## src/rtl/hdlc_rxd_pkg.sv

```systemverilog
package hdlc_rxd_pkg;
  typedef enum logic [1:0] {
    DS_IDLE = 2'd0,
    DS_COPY = 2'd1,
    DS_FIN  = 2'd2
  } drain_st_e;

  // receive status bit positions, decoded by the acceptance check
  localparam logic [7:0] RS_VALID = 8'h80;
  localparam logic [7:0] RS_OVF   = 8'h40;
  localparam logic [7:0] RS_CRCOK = 8'h20;
  localparam logic [7:0] RS_ABORT = 8'h10;
endpackage

```

## src/rtl/hdlc_rxd_judge.sv

```systemverilog
module hdlc_rxd_judge #(
  parameter int FIFO_BYTES = 32,
  parameter int CNT_W      = $clog2(FIFO_BYTES)
) (
  input  logic             variant,
  input  logic [7:0]       status,
  input  logic [CNT_W-1:0] count,
  output logic             accept,
  output logic [CNT_W:0]   blk_len
);
  import hdlc_rxd_pkg::*;

  localparam logic [CNT_W:0] FULL_BLK = (CNT_W+1)'(FIFO_BYTES);

  logic [7:0] chk_mask;
  logic [7:0] chk_want;

  always_comb begin
    if (variant) begin
      chk_mask = RS_VALID | RS_OVF | RS_CRCOK | RS_ABORT;
      chk_want = RS_VALID | RS_CRCOK;
    end else begin
      chk_mask = RS_OVF | RS_CRCOK | RS_ABORT;
      chk_want = RS_CRCOK;
    end
    accept = ((status & chk_mask) == chk_want);
  end

  // a zero count stands for a completely full FIFO block
  assign blk_len = (count == '0) ? FULL_BLK : {1'b0, count};
endmodule

```

## src/rtl/hdlc_rxd_index.sv

```systemverilog
module hdlc_rxd_index #(
  parameter int MAX_LEN = 300,
  parameter int IDX_W   = $clog2(MAX_LEN + 1),
  parameter int CNT_W   = 5
) (
  input  logic             clk,
  input  logic             rst,
  input  logic             clr,
  input  logic             inc,
  input  logic [CNT_W:0]   blk_len,
  output logic [IDX_W-1:0] idx,
  output logic             overrun
);
  localparam logic [IDX_W:0] LIMIT = (IDX_W+1)'(MAX_LEN);

  logic [IDX_W:0] sum;

  assign sum     = {1'b0, idx} + (IDX_W+1)'(blk_len);
  assign overrun = (sum >= LIMIT);

  always_ff @(posedge clk) begin
    if (rst || clr) begin
      idx <= '0;
    end else if (inc) begin
      idx <= idx + 1'b1;
    end
  end
endmodule

```

## src/rtl/hdlc_rxd_seq.sv

```systemverilog
module hdlc_rxd_seq #(
  parameter int IDX_W  = 9,
  parameter int CNT_W  = 5,
  parameter int DATA_W = 8
) (
  input  logic              clk,
  input  logic              rst,
  input  logic              pool_evt,
  input  logic              end_evt,
  input  logic              variant,
  input  logic              accept,
  input  logic              overrun,
  input  logic [CNT_W:0]    blk_len,
  input  logic [IDX_W-1:0]  idx,
  input  logic [DATA_W-1:0] fifo_data,
  output logic              idx_clr,
  output logic              idx_inc,
  output logic              fifo_pop,
  output logic              fifo_release,
  output logic              buf_we,
  output logic [IDX_W-1:0]  buf_addr,
  output logic [DATA_W-1:0] buf_wdata,
  output logic [IDX_W-1:0]  frame_len,
  output logic              frame_deliver,
  output logic              frame_drop
);
  import hdlc_rxd_pkg::*;

  drain_st_e         state;
  logic [CNT_W:0]    remain;
  logic              is_end;
  logic              strip;
  logic [IDX_W-1:0]  fin_len;

  assign fin_len  = idx - {{(IDX_W-1){1'b0}}, strip};
  assign fifo_pop = (state == DS_COPY);
  assign idx_inc  = (state == DS_COPY);

  always_comb begin
    idx_clr = 1'b0;
    case (state)
      DS_IDLE: begin
        if (end_evt)       idx_clr = !accept || overrun;
        else if (pool_evt) idx_clr = overrun;
      end
      DS_FIN:  idx_clr = is_end;
      default: idx_clr = 1'b0;
    endcase
  end

  always_ff @(posedge clk) begin
    if (rst) begin
      state         <= DS_IDLE;
      remain        <= '0;
      is_end        <= 1'b0;
      strip         <= 1'b0;
      buf_we        <= 1'b0;
      buf_addr      <= '0;
      buf_wdata     <= '0;
      fifo_release  <= 1'b0;
      frame_deliver <= 1'b0;
      frame_drop    <= 1'b0;
      frame_len     <= '0;
    end else begin
      buf_we        <= 1'b0;
      fifo_release  <= 1'b0;
      frame_deliver <= 1'b0;
      frame_drop    <= 1'b0;
      case (state)
        DS_IDLE: begin
          if (end_evt) begin
            strip <= variant;
            if (!accept || overrun) begin
              fifo_release <= 1'b1;
              frame_drop   <= 1'b1;
            end else begin
              remain <= blk_len;
              is_end <= 1'b1;
              state  <= DS_COPY;
            end
          end else if (pool_evt) begin
            if (overrun) begin
              fifo_release <= 1'b1;
            end else begin
              remain <= blk_len;
              is_end <= 1'b0;
              state  <= DS_COPY;
            end
          end
        end
        DS_COPY: begin
          buf_we    <= 1'b1;
          buf_addr  <= idx;
          buf_wdata <= fifo_data;
          remain    <= remain - 1'b1;
          if (remain == (CNT_W+1)'(1)) state <= DS_FIN;
        end
        DS_FIN: begin
          fifo_release <= 1'b1;
          if (is_end) begin
            if (fin_len != '0) begin
              frame_deliver <= 1'b1;
              frame_len     <= fin_len;
            end else begin
              frame_drop <= 1'b1;
            end
          end
          state <= DS_IDLE;
        end
        default: state <= DS_IDLE;
      endcase
    end
  end
endmodule

```

## src/rtl/hdlc_rx_drain.sv

```systemverilog
module hdlc_rx_drain #(
  parameter int DATA_W     = 8,
  parameter int FIFO_BYTES = 32,
  parameter int MAX_LEN    = 300,
  localparam int CNT_W     = $clog2(FIFO_BYTES),
  localparam int IDX_W     = $clog2(MAX_LEN + 1)
) (
  input  logic              clk,
  input  logic              rst,
  input  logic              pool_full_evt,
  input  logic              msg_end_evt,
  input  logic              variant_mode,
  input  logic [7:0]        rx_status,
  input  logic [7:0]        rx_count,
  input  logic [DATA_W-1:0] fifo_data,
  output logic              fifo_pop,
  output logic              fifo_release,
  output logic              buf_we,
  output logic [IDX_W-1:0]  buf_addr,
  output logic [DATA_W-1:0] buf_wdata,
  output logic [IDX_W-1:0]  frame_len,
  output logic              frame_deliver,
  output logic              frame_drop
);
  localparam logic [CNT_W:0] FULL_BLK = (CNT_W+1)'(FIFO_BYTES);

  logic             accept;
  logic [CNT_W:0]   end_len;
  logic [CNT_W:0]   sel_len;
  logic [IDX_W-1:0] wr_idx;
  logic             overrun;
  logic             idx_clr;
  logic             idx_inc;
  logic             unused_cnt_hi;

  assign unused_cnt_hi = ^rx_count[7:CNT_W];
  assign sel_len       = msg_end_evt ? end_len : FULL_BLK;

  hdlc_rxd_judge #(.FIFO_BYTES(FIFO_BYTES), .CNT_W(CNT_W)) u_judge (
    .variant (variant_mode),
    .status  (rx_status),
    .count   (rx_count[CNT_W-1:0]),
    .accept  (accept),
    .blk_len (end_len)
  );

  hdlc_rxd_index #(.MAX_LEN(MAX_LEN), .IDX_W(IDX_W), .CNT_W(CNT_W)) u_index (
    .clk     (clk),
    .rst     (rst),
    .clr     (idx_clr),
    .inc     (idx_inc),
    .blk_len (sel_len),
    .idx     (wr_idx),
    .overrun (overrun)
  );

  hdlc_rxd_seq #(.IDX_W(IDX_W), .CNT_W(CNT_W), .DATA_W(DATA_W)) u_seq (
    .clk           (clk),
    .rst           (rst),
    .pool_evt      (pool_full_evt),
    .end_evt       (msg_end_evt),
    .variant       (variant_mode),
    .accept        (accept),
    .overrun       (overrun),
    .blk_len       (sel_len),
    .idx           (wr_idx),
    .fifo_data     (fifo_data),
    .idx_clr       (idx_clr),
    .idx_inc       (idx_inc),
    .fifo_pop      (fifo_pop),
    .fifo_release  (fifo_release),
    .buf_we        (buf_we),
    .buf_addr      (buf_addr),
    .buf_wdata     (buf_wdata),
    .frame_len     (frame_len),
    .frame_deliver (frame_deliver),
    .frame_drop    (frame_drop)
  );
endmodule

```

## config.mk

```make
export PLATFORM = sky130hd
export DESIGN_NAME = hdlc_rx_drain
export DESIGN_NICKNAME = d
export VERILOG_FILES = /design/src/rtl/hdlc_rxd_pkg.sv /design/src/rtl/hdlc_rxd_judge.sv /design/src/rtl/hdlc_rxd_index.sv /design/src/rtl/hdlc_rxd_seq.sv /design/src/rtl/hdlc_rx_drain.sv
export SDC_FILE = /design/constraint.sdc
export NUM_CORES = 1
export LEC_CHECK = 0
export ABC_AREA = 1
export CAP_MARGIN = 20
export CORE_MARGIN = 3
export CORE_UTILIZATION = 49
export CTS_CLUSTER_SIZE = 40
export DETAILED_ROUTE_END_ITERATION = 8
export DONT_BUFFER_PORTS = 1
export PLACE_DENSITY = 0.75
export SYNTH_ARGS = -nofsm -noshare
export SYNTH_HDL_FRONTEND = slang
export SYNTH_SLANG_ARGS = --single-unit
```

## constraint.sdc

```tcl
create_clock -name clk -period 7.6 [get_ports clk]
set_input_delay 1.52 -clock clk [delete_from_list [all_inputs] [get_ports clk]]
set_output_delay 1.52 -clock clk [all_outputs]
set_load 0.01 [all_outputs]
```

-- After elaboration in Yosys (flattened, before gate mapping)
Index checks and enable logic that the tools add are counted.
Widths: inputs -> output; s select.
- add/sub/neg operators: 4
- order comparisons: 1
- eq/ne operators: 10
- muxes and demuxes: 33
- bitwise gates (word level): 3
- reductions and logical operators: 14
- operators with widths (cell ; number):
    $mux 6 ; 6
    $mux 8 ; 2
    $mux 1 ; 15
    $pmux 6 s2 ; 1
    $reduce_and 4->1 ; 3
    $add 9x6->10 ; 1
    $ge 10x9->1 const B ; 1
    $mux 2 ; 5
    $add 9x1->9 const B ; 1
    $ne 3x3->1 const B ; 3
    $reduce_bool 9->1 ; 1
    $sub 9x1->9 ; 1
    $and 8x8->8 ; 1
    $eq 8x8->1 ; 1
    $eq 6x1->1 const B ; 1
    $pmux 1 s2 ; 3
    $sub 6x1->6 const B ; 1
    $logic_not 5->1 ; 1
    $ne 2x2->1 const B ; 2
    $pmux 2 s2 ; 1
    $reduce_bool 2->1 ; 2
    $reduce_and 3->1 ; 1
    $reduce_or 3->1 ; 1
    $eq 2x1->1 const B ; 1
    7 further kinds ; 9
- flip-flop bits (word level): 49
- input port bits: 29
- output and inout port bits: 31
- logic and storage cells: 77

-- Depth between registers and ports, before layout
- depth after elaboration: 9
- gate-level depth with buffers: 22
- mapped depth without buffers: 21

-- Cells and area by module
Synthesis repeated with hierarchy kept, for this count alone.
- cells, all modules: 436
- area total of the unflattened synthesis: 2819.0 sq um
- by module, submodules not included (module ; times used ; cells an instance ; area an instance (sq um) ; sequential area each (sq um)):
    hdlc_rxd_seq ; 1 ; 256 ; 1830.5 ; 800.8
    hdlc_rxd_index ; 1 ; 152 ; 879.6 ; 180.2
    hdlc_rxd_judge ; 1 ; 16 ; 63.8 ; 0.0
    hdlc_rx_drain ; 1 ; 12 ; 45.0 ; 0.0

-- Worst setup path after synthesis
OpenSTA, ideal clock, no wires.
- path kind: input-to-reg
- start point: in msg_end_evt
- end point: reg u_seq.remain[1]
- setup time: 113 ps
- arrival: 3626 ps
- required time: 7487 ps
- setup slack: 3862 ps
- stages: 20
- path buffers: 1
- cells stage by stage: clkbuf_1 nand2_1 inv_1 ha_1 inv_1 fa_1 inv_1 nand2_1 nand2_1 nand3_1 nand2_1 nand2_1 nand2_2 inv_2 a21oi_4 nand3_2 nand2_4 nand3_4 nor2_1 nor2_1
- word-level cells in the longest chain between the ends: 6
- elaborated cells between the ends (all ways): 13
- those cells by class: 1 x add/sub; 1 x order compare; 3 x eq/ne; 6 x mux; 2 x reduce/logical
- ends and longest elaborated chain (item ; line ; source):
    from (decl) ; hdlc_rx_drain.sv:11 ; input logic msg_end_evt,
    $mux 6 ; hdlc_rx_drain.sv:37 ; assign sel_len = msg_end_evt ? end_len : FULL_BLK;
    $add 9x6->10 ; hdlc_rxd_index.sv:18 ; assign sum = {1'b0, idx} + (IDX_W+1)'(blk_len);
    $ge 10x9->1 ; hdlc_rxd_index.sv:19 ; assign overrun = (sum >= LIMIT);
    $logic_or 1x1->1 ; hdlc_rxd_seq.sv:73 ; if (!accept || overrun) begin
    $ne 3x3->1 (no source line) ; n/a ;
    $reduce_and 4->1 (no source line) ; n/a ;
    to (signal assigned) ; hdlc_rxd_seq.sv:77 ; remain <= blk_len;
    to (signal assigned) ; hdlc_rxd_seq.sv:85 ; remain <= blk_len;
    to (signal assigned) ; hdlc_rxd_seq.sv:95 ; remain <= remain - 1'b1;
    to (decl) ; hdlc_rxd_seq.sv:30 ; logic [CNT_W:0] remain;
Several ways; a longest one is shown, not always the timed one. The select of a mux whose other input is x is not followed.
A chain may end at the register's enable or synchronous reset.

-- Worst setup path after layout
- start point: in rx_count[0]
- end point: reg u_seq.remain[1]
- word-level cells in the longest chain between the ends: 8
- elaborated cells between the ends (all ways): 14
- those cells by class: 1 x add/sub; 1 x order compare; 2 x eq/ne; 7 x mux; 3 x reduce/logical
- ends and longest elaborated chain (item ; line ; source):
    from (decl) ; hdlc_rx_drain.sv:14 ; input logic [7:0] rx_count,
    $logic_not 5->1 ; hdlc_rxd_judge.sv:30 ; assign blk_len = (count == '0) ? FULL_BLK : {1'b0, count};
    $mux 6 * ; hdlc_rxd_judge.sv:30 ;
    $mux 6 * ; hdlc_rx_drain.sv:37 ;
    $add 9x6->10 ; hdlc_rxd_index.sv:18 ;
    $ge 10x9->1 ; hdlc_rxd_index.sv:19 ;
    $logic_or 1x1->1 ; hdlc_rxd_seq.sv:73 ;
    $ne 3x3->1 (no source line) ; n/a ;
    $reduce_and 4->1 (no source line) ; n/a ;
Every way passes the cells marked *; elsewhere a longest branch is shown, timed or not. The select of a mux whose other input is x is not followed.

==> key figures <==
Routing
  • Starting DRC count in detailed routing: 127
  • Vias: 2454
  • Aggregate routed wire length: 6220 um
  • Drc violations: 0
  • Wire length per cell: 13.2 um
  • DR pass1 iterations: 4
  • Post-DRT Antenna Nets: 0
  • Drt via density: 5.19

Global routing
  • Vias in the first global route: 2277
  • Initial antenna violation count: 0
  • Global-route wire length before repair: 10300 um
  • Grt total ovfl: 0
  • GRT Overall Usage: 19.7%
  • Largest net degree at the start of global routing: 35

Synthesis
  • Most area-consuming cells after synthesis: dfxtp_1, nand2_1, nor2_1, inv_1, xor2_1
  • Main synth FF type: dfxtp_1
  • Cell Area, Synth: 2810 um2
  • Post-synthesis instance total: 407
  • Syn Area/Cell: 6.90 um2
  • Most instantiated cells after synthesis: nand2_1, nor2_1, inv_1
  • Share of flip-flops with an asynchronous set or reset: 0%
  • Number of synthesized flops with an enable pin: 0
  • Post-synth net total: 448
  • Cell taking the most area after synthesis: dfxtp_1
  • #FFs+latches synth: 49
  • Post-synth top area share: 34.9%
  • Sequential area share after synthesis: 34.9%
  • Most common cell in the netlist: nand2_1
  • Yosys warns: 0
  • Netlist cell types: 35

Clocking
  • Clock Path Buffers: 2
  • Clock Sinks: 49
  • Hold-fix buffers, CTS: 0
  • Clock Root Buffer: clkbuf_8
  • CTS tree: done
  • Num CTS Buffers: 5
  • Resized Gates After CTS: 0
  • Worst-Skew Late Latency: 0.30 ns
  • Setup Buffers After CTS: 0
  • Clock H-tree levels: 2
  • Worst-path clk slew: 0.10 ns

Timing
  • RSZ-0062 raised after global routing: no
  • Max-slew headroom: 43.7%
  • Fin. Hold Viols: 0
  • Max Slew Vio Count: 0
  • Setup_tns: 0 ns
  • Measured slew at the worst slew-check pin: 0.844 ns
  • Min Clock Period, post-route: 3.46 ns
  • Period utilisation layout: 45.6%
  • Final clock skew: 0.0114 ns
  • Highest clock rate: 289 MHz
  • Final setup fails: 0

Die
  • Die X: 81.7 um
  • Die Y: 81.7 um
  • Boundary Pins: 60
  • Core Region: 5340 um2
  • Row count: 26
  • Initial Utilization: 52.7%
  • Die ar.: 6680 um2

Placement
  • I/O Buffers: 0
  • RD Place Congestion: 0.900
  • Post-DP HPWL: 4750 um

Setup path
  • WS Path Type: input pin to flop
  • Worst setup SP type: input pin
  • Critical Path RT: 7.84 ns
  • Reg2reg setup slack: 5.04 ns
  • RR Endpoint: u_seq.remain[1]
  • Reg2Reg Depth: 18
  • Worst r2r src: u_index.idx[0]
  • Setup crit end kind: flop
  • Crit path to: u_seq.remain[1]
  • Critical path data arrival time: 3.71 ns
  • Critical path peak fanout: 9
  • Crit path from: rx_count[0]

Power
  • Leak pwr: 1.39 nW
  • Peak VDD IR: 0.000120 V
  • Power Total: 556 uW
  • Pwr dens: 189 nW/um2

Final layout
  • # nets final: 443
  • FILL cells: 536
  • Antenna diode count: 0
  • Synthesis-to-finish area growth: 4.63%
  • Share of layout cells above drive strength 1: 8.44%

Status
  • Outcome: finished, final reports clean

Hold path
  • Min-Delay Path Class: flop to flop

Run
  • Max Cap Viol: 0
-- cells in the final DEF (no fill, tap or decap), types with 5 or more instances in the layout --
master	instances
ha_1	11
inv_1	50
o21ai_0	25
nand2_1	90
nand3_1	16
nor2_1	60
dfxtp_1	49
a21oi_1	26
xor2_1	17
clkbuf_8	5
nand4_1	11
-- per-layer routing --
metal  vias to the layer above  wire [um]  share of wire [%]  track usage [%]
met3                        12        390                6.3             4.50
met4                         0        148                2.4             7.81
met5                         -          0                  0                0
met2                        60       2780                 45             30.6
li1                       1280          -                  -                -
met1                      1102       2900                 47             26.5
-- critical path, stage by stage --
cell	delay, ns
nand2_1	0.07
inv_1	0.06
ha_1	0.19
inv_1	0.07
fa_1	0.41
inv_1	0.10
nand2_1	0.05
nand2_1	0.10
nand3_1	0.10
nand2_1	0.08
nand2_1	0.05
nand2_2	0.08
inv_2	0.05
a21oi_4	0.17
nand3_2	0.10
nand2_4	0.16
nand3_4	0.12
nand2_1	0.08
nand2_1	0.04
nor2_1	0.11
-- per-stage QoR --
| stage | setup slack (ns) | utilization (%) | hold slack [ns] | area [um2] | instances |
|---|---|---|---|---|---|
| 2_1_floorplan | 3.86 | - | 0.439 | 2810 | 407 |
| 5_1_grt | 3.94 | 55.1 | 0.504 | 2940 | 473 |
| 3_5_place_dp | 3.84 | 53.3 | 0.470 | 2850 | 465 |
| 6_report | 4.14 | 55.1 | 0.489 | 2940 | 473 |
| 4_1_cts | 4.16 | 55.1 | 0.485 | 2940 | 473 |
| 3_3_place_gp | 3.86 | 53.3 | 0.445 | 2850 | 465 |
-- flip-flops by register name (all words and copies together) (netlist names), 2 cells and up --
register	count
u_index.idx	9
u_seq.buf_addr	9
u_seq.buf_wdata	8
u_seq.frame_len	9
u_seq.remain	6
u_seq.state	2
-- worst min path at each step --
stage,from,to,slack [ns],cells after the start
6_report,u_seq.is_end,u_seq.is_end,0.49,2
5_1_grt,u_seq.is_end,u_seq.is_end,0.50,2
4_1_cts,u_seq.is_end,u_seq.is_end,0.48,2
3_5_place_dp,u_seq.is_end,u_seq.is_end,0.47,2
3_3_place_gp,u_seq.is_end,u_seq.is_end,0.44,2
2_1_floorplan,u_seq.is_end,u_seq.is_end,0.44,2
-- cells by family (layout without fill, tap and decap cells) --
kind of cell / Yosys count / in the layout / share of synthesized area (%)
adder cells (fa/ha/maj): 12 / 12 / 5.61
AND/OR/NAND/NOR: 204 / 204 / 33.3
flip-flops: 49 / 49 / 34.9
AO/OA/AOI/OAI: 57 / 57 / 11.0
buffers and inverters: 66 / 62 / 9.31
XOR/XNOR: 19 / 19 / 5.92
-- area by class of cell --
class | instances | area, um2 | share of cell area (%)
clock buffer | 5 | 68.8 | 2.34
clock inverter | 3 | 26.3 | 0.894
inverter | 53 | 199 | 6.77
multi-input combinational | 292 | 1570 | 53.4
sequential | 49 | 981 | 33.4
tap | 70 | 87.6 | 2.98
timing repair buffer | 1 | 7.51 | 0.255
-- power breakdown --
group	total, mW	switching, mW	internal (mW)
clock network	0.157	0.0902	0.0670
registers	0.292	0.0167	0.275
logic	0.107	0.0699	0.0376
Power figures use the tool's default switching activity.
